===== config.mk =====
export PLATFORM = sky130hd
export DESIGN_NAME = prbs_slot_engine
export DESIGN_NICKNAME = d
export VERILOG_FILES = /design/src/rtl/prbs_e1_pkg.sv /design/src/rtl/prbs_slot_gate.sv /design/src/rtl/prbs_pat_gen.sv /design/src/rtl/prbs_pat_chk.sv /design/src/rtl/prbs_err_tally.sv /design/src/rtl/prbs_slot_engine.sv
export SDC_FILE = /design/constraint.sdc
export NUM_CORES = 1
export LEC_CHECK = 0
export ABC_AREA = 1
export BUFFER_PORTS_ARGS = -buffer_cell sky130_fd_sc_hd__buf_2
export CAP_MARGIN = 40
export CORE_UTILIZATION = 53
export DETAILED_ROUTE_END_ITERATION = 10
export PLACE_DENSITY_LB_ADDON = 0.12
export REMOVE_ABC_BUFFERS = 1
export SYNTH_ARGS = -nofsm -noshare
export SYNTH_HDL_FRONTEND = slang
export SYNTH_SLANG_ARGS = --single-unit

===== constraint.sdc =====
create_clock -name clk -period 1.84 [get_ports clk]
set_input_delay 0.184 -clock clk [delete_from_list [all_inputs] [get_ports clk]]
set_output_delay 0.184 -clock clk [all_outputs]
set_load 0.01 [all_outputs]

===== src/rtl/prbs_e1_pkg.sv =====
package prbs_e1_pkg;

   // placement codes presented on the mode input
   typedef enum logic [1:0] {
      PM_WHOLE   = 2'b00,
      PM_NOSLOT0 = 2'b01,
      PM_ONESLOT = 2'b10,
      PM_OFF     = 2'b11
   } pmode_e;

   // receive alignment states
   typedef enum logic [1:0] {
      CK_FILL  = 2'b00,
      CK_PROVE = 2'b01,
      CK_HOLD  = 2'b10
   } ckst_e;

endpackage


===== src/rtl/prbs_slot_gate.sv =====
module prbs_slot_gate
   import prbs_e1_pkg::*;
#(
   parameter int SLOT_W = 5
) (
   input  logic [1:0]        mode,
   input  logic [SLOT_W-1:0] slot_idx,
   input  logic [SLOT_W-1:0] sel_slot,
   output logic              active
);

   always_comb begin
      unique case (pmode_e'(mode))
         PM_WHOLE:   active = 1'b1;
         PM_NOSLOT0: active = (slot_idx != '0);
         PM_ONESLOT: active = (slot_idx == sel_slot);
         default:    active = 1'b0;
      endcase
   end

endmodule


===== src/rtl/prbs_pat_gen.sv =====
module prbs_pat_gen #(
   parameter int LFSR_W = 15,
   parameter int TAP_A  = 15,
   parameter int TAP_B  = 14,
   parameter bit INVERT = 1'b1
) (
   input  logic clk,
   input  logic rst_n,
   input  logic adv,
   output logic pat_bit
);

   logic [LFSR_W-1:0] sreg;
   logic              fb;

   assign fb = sreg[TAP_A-1] ^ sreg[TAP_B-1];

   always_ff @(posedge clk) begin
      if (!rst_n)   sreg <= '1;
      else if (adv) sreg <= {sreg[LFSR_W-2:0], fb};
   end

   generate
      if (INVERT) begin : g_inv
         assign pat_bit = ~fb;
      end else begin : g_true
         assign pat_bit = fb;
      end
   endgenerate

endmodule


===== src/rtl/prbs_pat_chk.sv =====
module prbs_pat_chk
   import prbs_e1_pkg::*;
#(
   parameter int LFSR_W      = 15,
   parameter int TAP_A       = 15,
   parameter int TAP_B       = 14,
   parameter bit INVERT      = 1'b1,
   parameter int LOCK_RUN    = 32,
   parameter int WIN_LEN     = 64,
   parameter int WIN_ERR_MAX = 6
) (
   input  logic clk,
   input  logic rst_n,
   input  logic chk_en,
   input  logic rx_bit,
   output logic locked,
   output logic err_pulse
);

   localparam int FILL_CW = $clog2(LFSR_W);
   localparam int RUN_W   = $clog2(LOCK_RUN);
   localparam int WIN_W   = $clog2(WIN_LEN);
   localparam int WE_W    = $clog2(WIN_ERR_MAX + 1);
   localparam logic [FILL_CW-1:0] FILL_LAST = FILL_CW'(LFSR_W - 1);
   localparam logic [RUN_W-1:0]   RUN_LAST  = RUN_W'(LOCK_RUN - 1);
   localparam logic [WIN_W-1:0]   WIN_LAST  = WIN_W'(WIN_LEN - 1);
   localparam logic [WE_W-1:0]    WE_LIMIT  = WE_W'(WIN_ERR_MAX);

   ckst_e             st;
   logic [LFSR_W-1:0] sreg;
   logic [FILL_CW-1:0] fill_cnt;
   logic [RUN_W-1:0]  run_cnt;
   logic [WIN_W-1:0]  win_cnt;
   logic [WE_W-1:0]   win_err;
   logic [WE_W-1:0]   win_err_nxt;
   logic              rx_raw;
   logic              pred;
   logic              mism;

   generate
      if (INVERT) begin : g_inv
         assign rx_raw = ~rx_bit;
      end else begin : g_true
         assign rx_raw = rx_bit;
      end
   endgenerate

   assign pred        = sreg[TAP_A-1] ^ sreg[TAP_B-1];
   assign mism        = (rx_raw != pred);
   assign win_err_nxt = win_err + WE_W'(mism);

   always_ff @(posedge clk) begin
      if (!rst_n) begin
         st       <= CK_FILL;
         sreg     <= '0;
         fill_cnt <= '0;
         run_cnt  <= '0;
         win_cnt  <= '0;
         win_err  <= '0;
      end else if (chk_en) begin
         unique case (st)
            CK_FILL: begin
               sreg <= {sreg[LFSR_W-2:0], rx_raw};
               if (fill_cnt == FILL_LAST) begin
                  fill_cnt <= '0;
                  run_cnt  <= '0;
                  st       <= CK_PROVE;
               end else begin
                  fill_cnt <= fill_cnt + 1'b1;
               end
            end
            CK_PROVE: begin
               if (mism) begin
                  fill_cnt <= '0;
                  st       <= CK_FILL;
               end else begin
                  sreg <= {sreg[LFSR_W-2:0], pred};
                  if (run_cnt == RUN_LAST) begin
                     win_cnt <= '0;
                     win_err <= '0;
                     st      <= CK_HOLD;
                  end else begin
                     run_cnt <= run_cnt + 1'b1;
                  end
               end
            end
            default: begin
               sreg <= {sreg[LFSR_W-2:0], pred};
               if (win_err_nxt == WE_LIMIT) begin
                  fill_cnt <= '0;
                  st       <= CK_FILL;
               end else if (win_cnt == WIN_LAST) begin
                  win_cnt <= '0;
                  win_err <= '0;
               end else begin
                  win_cnt <= win_cnt + 1'b1;
                  win_err <= win_err_nxt;
               end
            end
         endcase
      end
   end

   assign locked    = (st == CK_HOLD);
   assign err_pulse = locked && chk_en && mism;

endmodule


===== src/rtl/prbs_err_tally.sv =====
module prbs_err_tally #(
   parameter int CNT_W = 16
) (
   input  logic             clk,
   input  logic             rst_n,
   input  logic             inc,
   input  logic             rd,
   output logic [CNT_W-1:0] cnt_q
);

   logic [CNT_W-1:0] run;

   always_ff @(posedge clk) begin
      if (!rst_n) begin
         run   <= '0;
         cnt_q <= '0;
      end else if (rd) begin
         cnt_q <= run;
         run   <= CNT_W'(inc);
      end else if (inc && (run != '1)) begin
         run <= run + 1'b1;
      end
   end

endmodule


===== src/rtl/prbs_slot_engine.sv =====
module prbs_slot_engine #(
   parameter int SLOT_W      = 5,
   parameter int LFSR_W      = 15,
   parameter int TAP_A       = 15,
   parameter int TAP_B       = 14,
   parameter bit INVERT      = 1'b1,
   parameter int LOCK_RUN    = 32,
   parameter int WIN_LEN     = 64,
   parameter int WIN_ERR_MAX = 6,
   parameter int CNT_W       = 16
) (
   input  logic              clk,
   input  logic              rst_n,
   input  logic              bit_en,
   input  logic [SLOT_W-1:0] slot_idx,
   input  logic [1:0]        mode,
   input  logic [SLOT_W-1:0] sel_slot,
   input  logic              tx_in,
   output logic              tx_out,
   input  logic              rx_in,
   input  logic              err_rd,
   output logic [CNT_W-1:0]  err_cnt,
   output logic              locked
);

   generate
      if (TAP_A != LFSR_W) begin : g_bad_tap_a
         $error("TAP_A must equal LFSR_W");
      end
      if (TAP_B >= TAP_A || TAP_B < 1) begin : g_bad_tap_b
         $error("TAP_B must lie in 1..TAP_A-1");
      end
      if (LOCK_RUN < 2 || WIN_LEN < 2 || (WIN_LEN & (WIN_LEN - 1)) != 0) begin : g_bad_win
         $error("LOCK_RUN >= 2 and WIN_LEN a power of two >= 2 required");
      end
      if (WIN_ERR_MAX < 1 || WIN_ERR_MAX > WIN_LEN) begin : g_bad_thr
         $error("WIN_ERR_MAX must lie in 1..WIN_LEN");
      end
      if (CNT_W < 2) begin : g_bad_cnt
         $error("CNT_W must be at least 2");
      end
   endgenerate

   logic active;
   logic step;
   logic pat_bit;
   logic err_pulse;

   prbs_slot_gate #(.SLOT_W(SLOT_W)) u_gate (
      .mode     (mode),
      .slot_idx (slot_idx),
      .sel_slot (sel_slot),
      .active   (active)
   );

   assign step = bit_en & active;

   prbs_pat_gen #(
      .LFSR_W (LFSR_W), .TAP_A (TAP_A), .TAP_B (TAP_B), .INVERT (INVERT)
   ) u_gen (
      .clk     (clk),
      .rst_n   (rst_n),
      .adv     (step),
      .pat_bit (pat_bit)
   );

   assign tx_out = active ? pat_bit : tx_in;

   prbs_pat_chk #(
      .LFSR_W (LFSR_W), .TAP_A (TAP_A), .TAP_B (TAP_B), .INVERT (INVERT),
      .LOCK_RUN (LOCK_RUN), .WIN_LEN (WIN_LEN), .WIN_ERR_MAX (WIN_ERR_MAX)
   ) u_chk (
      .clk       (clk),
      .rst_n     (rst_n),
      .chk_en    (step),
      .rx_bit    (rx_in),
      .locked    (locked),
      .err_pulse (err_pulse)
   );

   prbs_err_tally #(.CNT_W(CNT_W)) u_tally (
      .clk   (clk),
      .rst_n (rst_n),
      .inc   (err_pulse),
      .rd    (err_rd),
      .cnt_q (err_cnt)
   );

endmodule


==> results.rst <==
.. list-table::
   :header-rows: 1

   * - Metric
     - Value
   * - Status
     - complete, but fails checks
   * - Violated checks
     - negative setup slack
   * - Cell type group with the largest total delay on the critical path
     - simple AND/OR/NAND/NOR gates
   * - Routed wl met3
     - 324 microns
   * - RSZ-0062 raised after global routing
     - true
   * - Post-route setup TNS
     - -2.49 ns
   * - Final weighted congestion of routability-driven global placement
     - 0.907
   * - Pins Over Slew Limit
     - 0
   * - Register clock-pin slew on the reported worst setup and hold paths
     - 0.09 ns
   * - Slew of the pin with the lowest slew margin
     - 0.633 ns
   * - Starting Density
     - 54.9%
   * - Signal arrival time at the worst endpoint
     - 2.29 ns
   * - R2R depth
     - 15
   * - HPWL reported at the end of detailed placement
     - 6130 microns
   * - CTS tree
     - yes
   * - Fmax
     - 0.489 GHz
   * - Sequential area share after synthesis
     - 41.2%
   * - DP Worst Slack
     - -0.308 ns
   * - Vias in the first global route
     - 3,595
   * - Final number of setup-violating endpoints
     - 15
   * - Antenna violations before repair
     - 0
   * - Clock insertion delay at the later pin of the skew report
     - 0.35 ns
   * - Met1 Routed Length
     - 4230 microns
   * - Via density per instance
     - 5.21
   * - Worst path slowest cell
     - sky130_fd_sc_hd__dfxtp_4
   * - Proportion of layout cells with a drive suffix above 1
     - 27.6%
   * - Post-synthesis average cell area
     - 7.19 sq um
   * - Critical Path Fanout Max
     - 7
   * - Power per unit of standard cell area
     - 748 mW/mm^2
   * - Floorplan die width
     - 88.7 microns
   * - Leakage Power
     - 0.00210 uW
   * - Fin nets
     - 641
   * - Time the worst path needs with I/O delays and setup
     - 2.04 ns
   * - Worst slew margin relative to its limit
     - 57.8%
   * - Full die area
     - 0.00787 sq mm
   * - Path length in cells of the critical path
     - 15
   * - Port Buffer Count
     - 35
   * - Buffering stage count on the worst path with inverters included
     - 2
   * - Residual overflow from global routing
     - 0
   * - Synth Instances
     - 554
   * - Final design area excluding fillers
     - 0.00486 sq mm
   * - Number of remaining DRC errors
     - 0
   * - Worst hold margin
     - 0.247 ns
   * - Met2 layer wire length in the routed design
     - 4830 microns
   * - Ordered cell list for the critical path
     - inv_2 > nand2_2 > nand3_2 > nand2_2 > inv_2 > ha_4 > ha_4 > xor2_2 > nand3_2 > nand2_2 > nand2_2 > nor2_4 > nand2_2 > nand2_2 > a21oi_1
   * - Max-capacitance violation count
     - 0
   * - Max Clock Skew
     - 0.00784 ns
   * - Worst reg2reg endpoint
     - u_chk.fill_cnt[0]
   * - Area grow syn2layout
     - 22.0%
   * - Distinct cell type count of the synthesized netlist
     - 31
   * - Biggest cell delay along the critical path
     - 0.38 ns
   * - Final worst setup slack
     - -0.204 ns
   * - Std-Cell Rows
     - 31
   * - Antenna Nets Post-Route
     - 0
   * - Clock tree root buffer cell
     - sky130_fd_sc_hd__clkbuf_8
   * - Instance count after placement with tap cells included
     - 683
   * - Die extent in y
     - 88.7 microns
   * - Area after detailed placement
     - 0.00429 sq mm
   * - Path type of the worst setup path
     - reg2reg
   * - Area of the placeable core
     - 0.00725 sq mm
   * - Wire length of the first global-routing pass
     - 15,800 microns
   * - Final standard cell count with taps included and fillers excluded
     - 719
   * - Cts bufs inserted
     - 9
   * - CP startpoint
     - u_chk.sreg[14]
   * - I/O pin count
     - 36
   * - H-tree depth reported by CTS
     - 3
   * - VDD IR-drop max
     - 0.471 mV
   * - Routed via count
     - 3,744
   * - Warning count from the yosys run
     - 0
   * - Top sig layer
     - met4
   * - Hold/Removal Path Class
     - in2reg
   * - Final hold vios
     - 0
   * - Number of search-and-repair iterations in the first detailed-routing pass
     - 4
   * - Startpoint of the lowest-slack register-to-register path
     - u_chk.sreg[14]
   * - Total Routed Length
     - 9550 microns
   * - Overall Global Routing Usage
     - 25.7%
   * - Crit. End Element
     - flop
   * - Ant. Diodes
     - 0
   * - CTS max path bufs
     - 2
   * - Total of flip-flops plus latches after synthesis
     - 82
   * - Worst path most repeated cell
     - sky130_fd_sc_hd__nand2_2
   * - Setup slack of the worst register-to-register path
     - -0.20 ns
   * - Final routed wire length divided by cell count
     - 13.3 microns
   * - CP Launch Type
     - flop
   * - Synthesized area
     - 0.00398 sq mm
   * - Data required time at the worst endpoint
     - 2.09 ns
   * - Number of DRC markers after the initial detailed-route iteration
     - 168
   * - CP endpoint
     - u_chk.fill_cnt[0]
   * - Largest net degree at the start of global routing
     - 34
   * - Fin crit share
     - 111%
   * - Number of sinks driven by the clock tree
     - 82
-- flip-flops by register name (all words and copies together) (netlist names) --
name,cells
u_chk.win_err,3
u_chk.sreg,15
u_chk.run_cnt,5
u_chk.fill_cnt,4
u_tally.cnt_q,16
u_tally.run,16
u_gen.sreg,15
u_chk.win_cnt,6
u_chk.st,2
-- layer usage --
metal	vias to the layer above	GRT usage [%]
met4	0	11.0
met3	18	4.48
met5	-	0
li1	1924	-
met2	61	46.0
met1	1741	30.0
-- how the worst min path moves through the flow --
stage | startpoint | endpoint | slack, ns | cells after the start
final | bit_en | u_tally.run[1] | 0.25 | 3
after global routing | err_rd | u_tally.cnt_q[0] | 0.26 | 3
after CTS | err_rd | u_tally.cnt_q[0] | 0.24 | 3
after detailed placement | u_gen.sreg[11] | u_gen.sreg[12] | 0.44 | 2
after global placement | u_gen.sreg[12] | u_gen.sreg[13] | 0.44 | 2
after floorplan | rst_n | u_gen.sreg[10] | 0.27 | 1
-- worst reg2reg max path: stages, from the launching register on --
cell and delay (ns):
sky130_fd_sc_hd__dfxtp_4 0.38, sky130_fd_sc_hd__inv_2 0.04, sky130_fd_sc_hd__nand2_2 0.07, sky130_fd_sc_hd__nand3_2 0.13, sky130_fd_sc_hd__nand2_2 0.10, sky130_fd_sc_hd__inv_2 0.04
sky130_fd_sc_hd__ha_4 0.15, sky130_fd_sc_hd__ha_4 0.16, sky130_fd_sc_hd__xor2_2 0.16, sky130_fd_sc_hd__nand3_2 0.12, sky130_fd_sc_hd__nand2_2 0.09, sky130_fd_sc_hd__nand2_2 0.07
sky130_fd_sc_hd__nor2_4 0.21, sky130_fd_sc_hd__nand2_2 0.10, sky130_fd_sc_hd__nand2_2 0.08, sky130_fd_sc_hd__a21oi_1 0.04
-- kinds of logic after synthesis --
group,after synthesis,share of synthesized area (%)
and+or+nand+nor,291,33.5
AOI/OAI and AO/OA,87,11.9
DFF,82,41.2
buffers and inverters,70,7.38
xor gates and xnor gates,16,3.52
adders and majority gates,8,2.51
-- cells in the mapped netlist --
| library cell | count | area, sq um |
|---|---|---|
| sky130_fd_sc_hd__nand4_4 | 2 | 42.5 |
| sky130_fd_sc_hd__buf_2 | 5 | 25.0 |
| sky130_fd_sc_hd__dfxtp_1 | 82 | 1640 |
| sky130_fd_sc_hd__nand2_4 | 1 | 11.3 |
| sky130_fd_sc_hd__o21ai_0 | 45 | 225 |
| sky130_fd_sc_hd__a21o_1 | 1 | 7.51 |
| sky130_fd_sc_hd__nand3b_1 | 1 | 7.51 |
| sky130_fd_sc_hd__inv_1 | 42 | 158 |
| sky130_fd_sc_hd__o21bai_1 | 1 | 7.51 |
| sky130_fd_sc_hd__a21oi_2 | 9 | 78.8 |
| sky130_fd_sc_hd__ha_1 | 8 | 100 |
| sky130_fd_sc_hd__nand4_1 | 17 | 106 |
| sky130_fd_sc_hd__xnor2_1 | 2 | 17.5 |
| sky130_fd_sc_hd__buf_1 | 1 | 3.75 |
| sky130_fd_sc_hd__nor3b_1 | 3 | 22.5 |
| sky130_fd_sc_hd__nor3_4 | 1 | 16.3 |
| sky130_fd_sc_hd__nor3_1 | 5 | 25.0 |
| sky130_fd_sc_hd__or2_2 | 1 | 6.26 |
| sky130_fd_sc_hd__nand2_2 | 14 | 87.6 |
| sky130_fd_sc_hd__inv_2 | 7 | 26.3 |
| sky130_fd_sc_hd__buf_4 | 2 | 15.0 |
| sky130_fd_sc_hd__clkbuf_1 | 11 | 41.3 |
| sky130_fd_sc_hd__nand3_1 | 42 | 210 |
| sky130_fd_sc_hd__nor2_2 | 4 | 25.0 |
| sky130_fd_sc_hd__nor2_1 | 90 | 338 |
| sky130_fd_sc_hd__xor2_1 | 14 | 123 |
| sky130_fd_sc_hd__nand2_1 | 107 | 402 |
| sky130_fd_sc_hd__clkinv_2 | 1 | 5.00 |
| sky130_fd_sc_hd__buf_12 | 1 | 20.0 |
| sky130_fd_sc_hd__nor2_4 | 3 | 33.8 |
| sky130_fd_sc_hd__a21oi_1 | 31 | 155 |
-- per-stage QoR --
stage / utilization, % / power, uW
3_5_place_dp: 59.2 / 2220
6_report: 67.0 / 3640
3_3_place_gp: 59.2 / 2210
5_1_grt: 67.0 / 3810
2_1_floorplan: - / 2090
4_1_cts: 64.4 / 3640
-- cell usage in the layout (no fill, tap or decap), drive strengths merged --
master | synthesis | routed
a21o | 1 | 1
a21oi | 40 | 40
buf | 9 | 69
bufinv | 0 | 1
clkbuf | 11 | 11
clkinv | 1 | 3
clkinvlp | 0 | 1
dfxtp | 82 | 82
ha | 8 | 8
inv | 49 | 50
nand2 | 122 | 123
nand3 | 42 | 42
nand3b | 1 | 1
nand4 | 19 | 19
nor2 | 97 | 97
nor3 | 6 | 6
nor3b | 3 | 3
o21ai | 45 | 45
o21bai | 1 | 1
or2 | 1 | 1
xnor2 | 2 | 2
xor2 | 14 | 14
-- power by group --
group / switching [uW] / internal (uW) / leakage, uW
sequential: 36.9 / 1840 / 0.000671
clock: 675 / 707 / 0.000106
combinational: 224 / 152 / 0.00132
total: 936 / 2700 / 0.00210
-- area by class of cell --
| cell class | instances | area (sq um) |
|---|---|---|
| inverter | 50 | 201 |
| clock inverter | 5 | 60.1 |
| fill | 658 | 2390 |
| timing repair buffer | 69 | 454 |
| sequential | 82 | 1650 |
| multi-input combinational | 403 | 2220 |
| clock buffer | 11 | 151 |
| tap | 99 | 124 |
-- timing repair --
| action | CTS | global route |
|---|---|---|
| hold buffers | 0 | 0 |
| setup buffers | 17 | 8 |
| pin swaps | 4 | 18 |
| gates resized for setup | 15 | 60 |
| cloned | 1 | 1 |
| setup endpoints to repair | 15 | 51 |
Note: power is estimated with default switching activity, not from simulation.
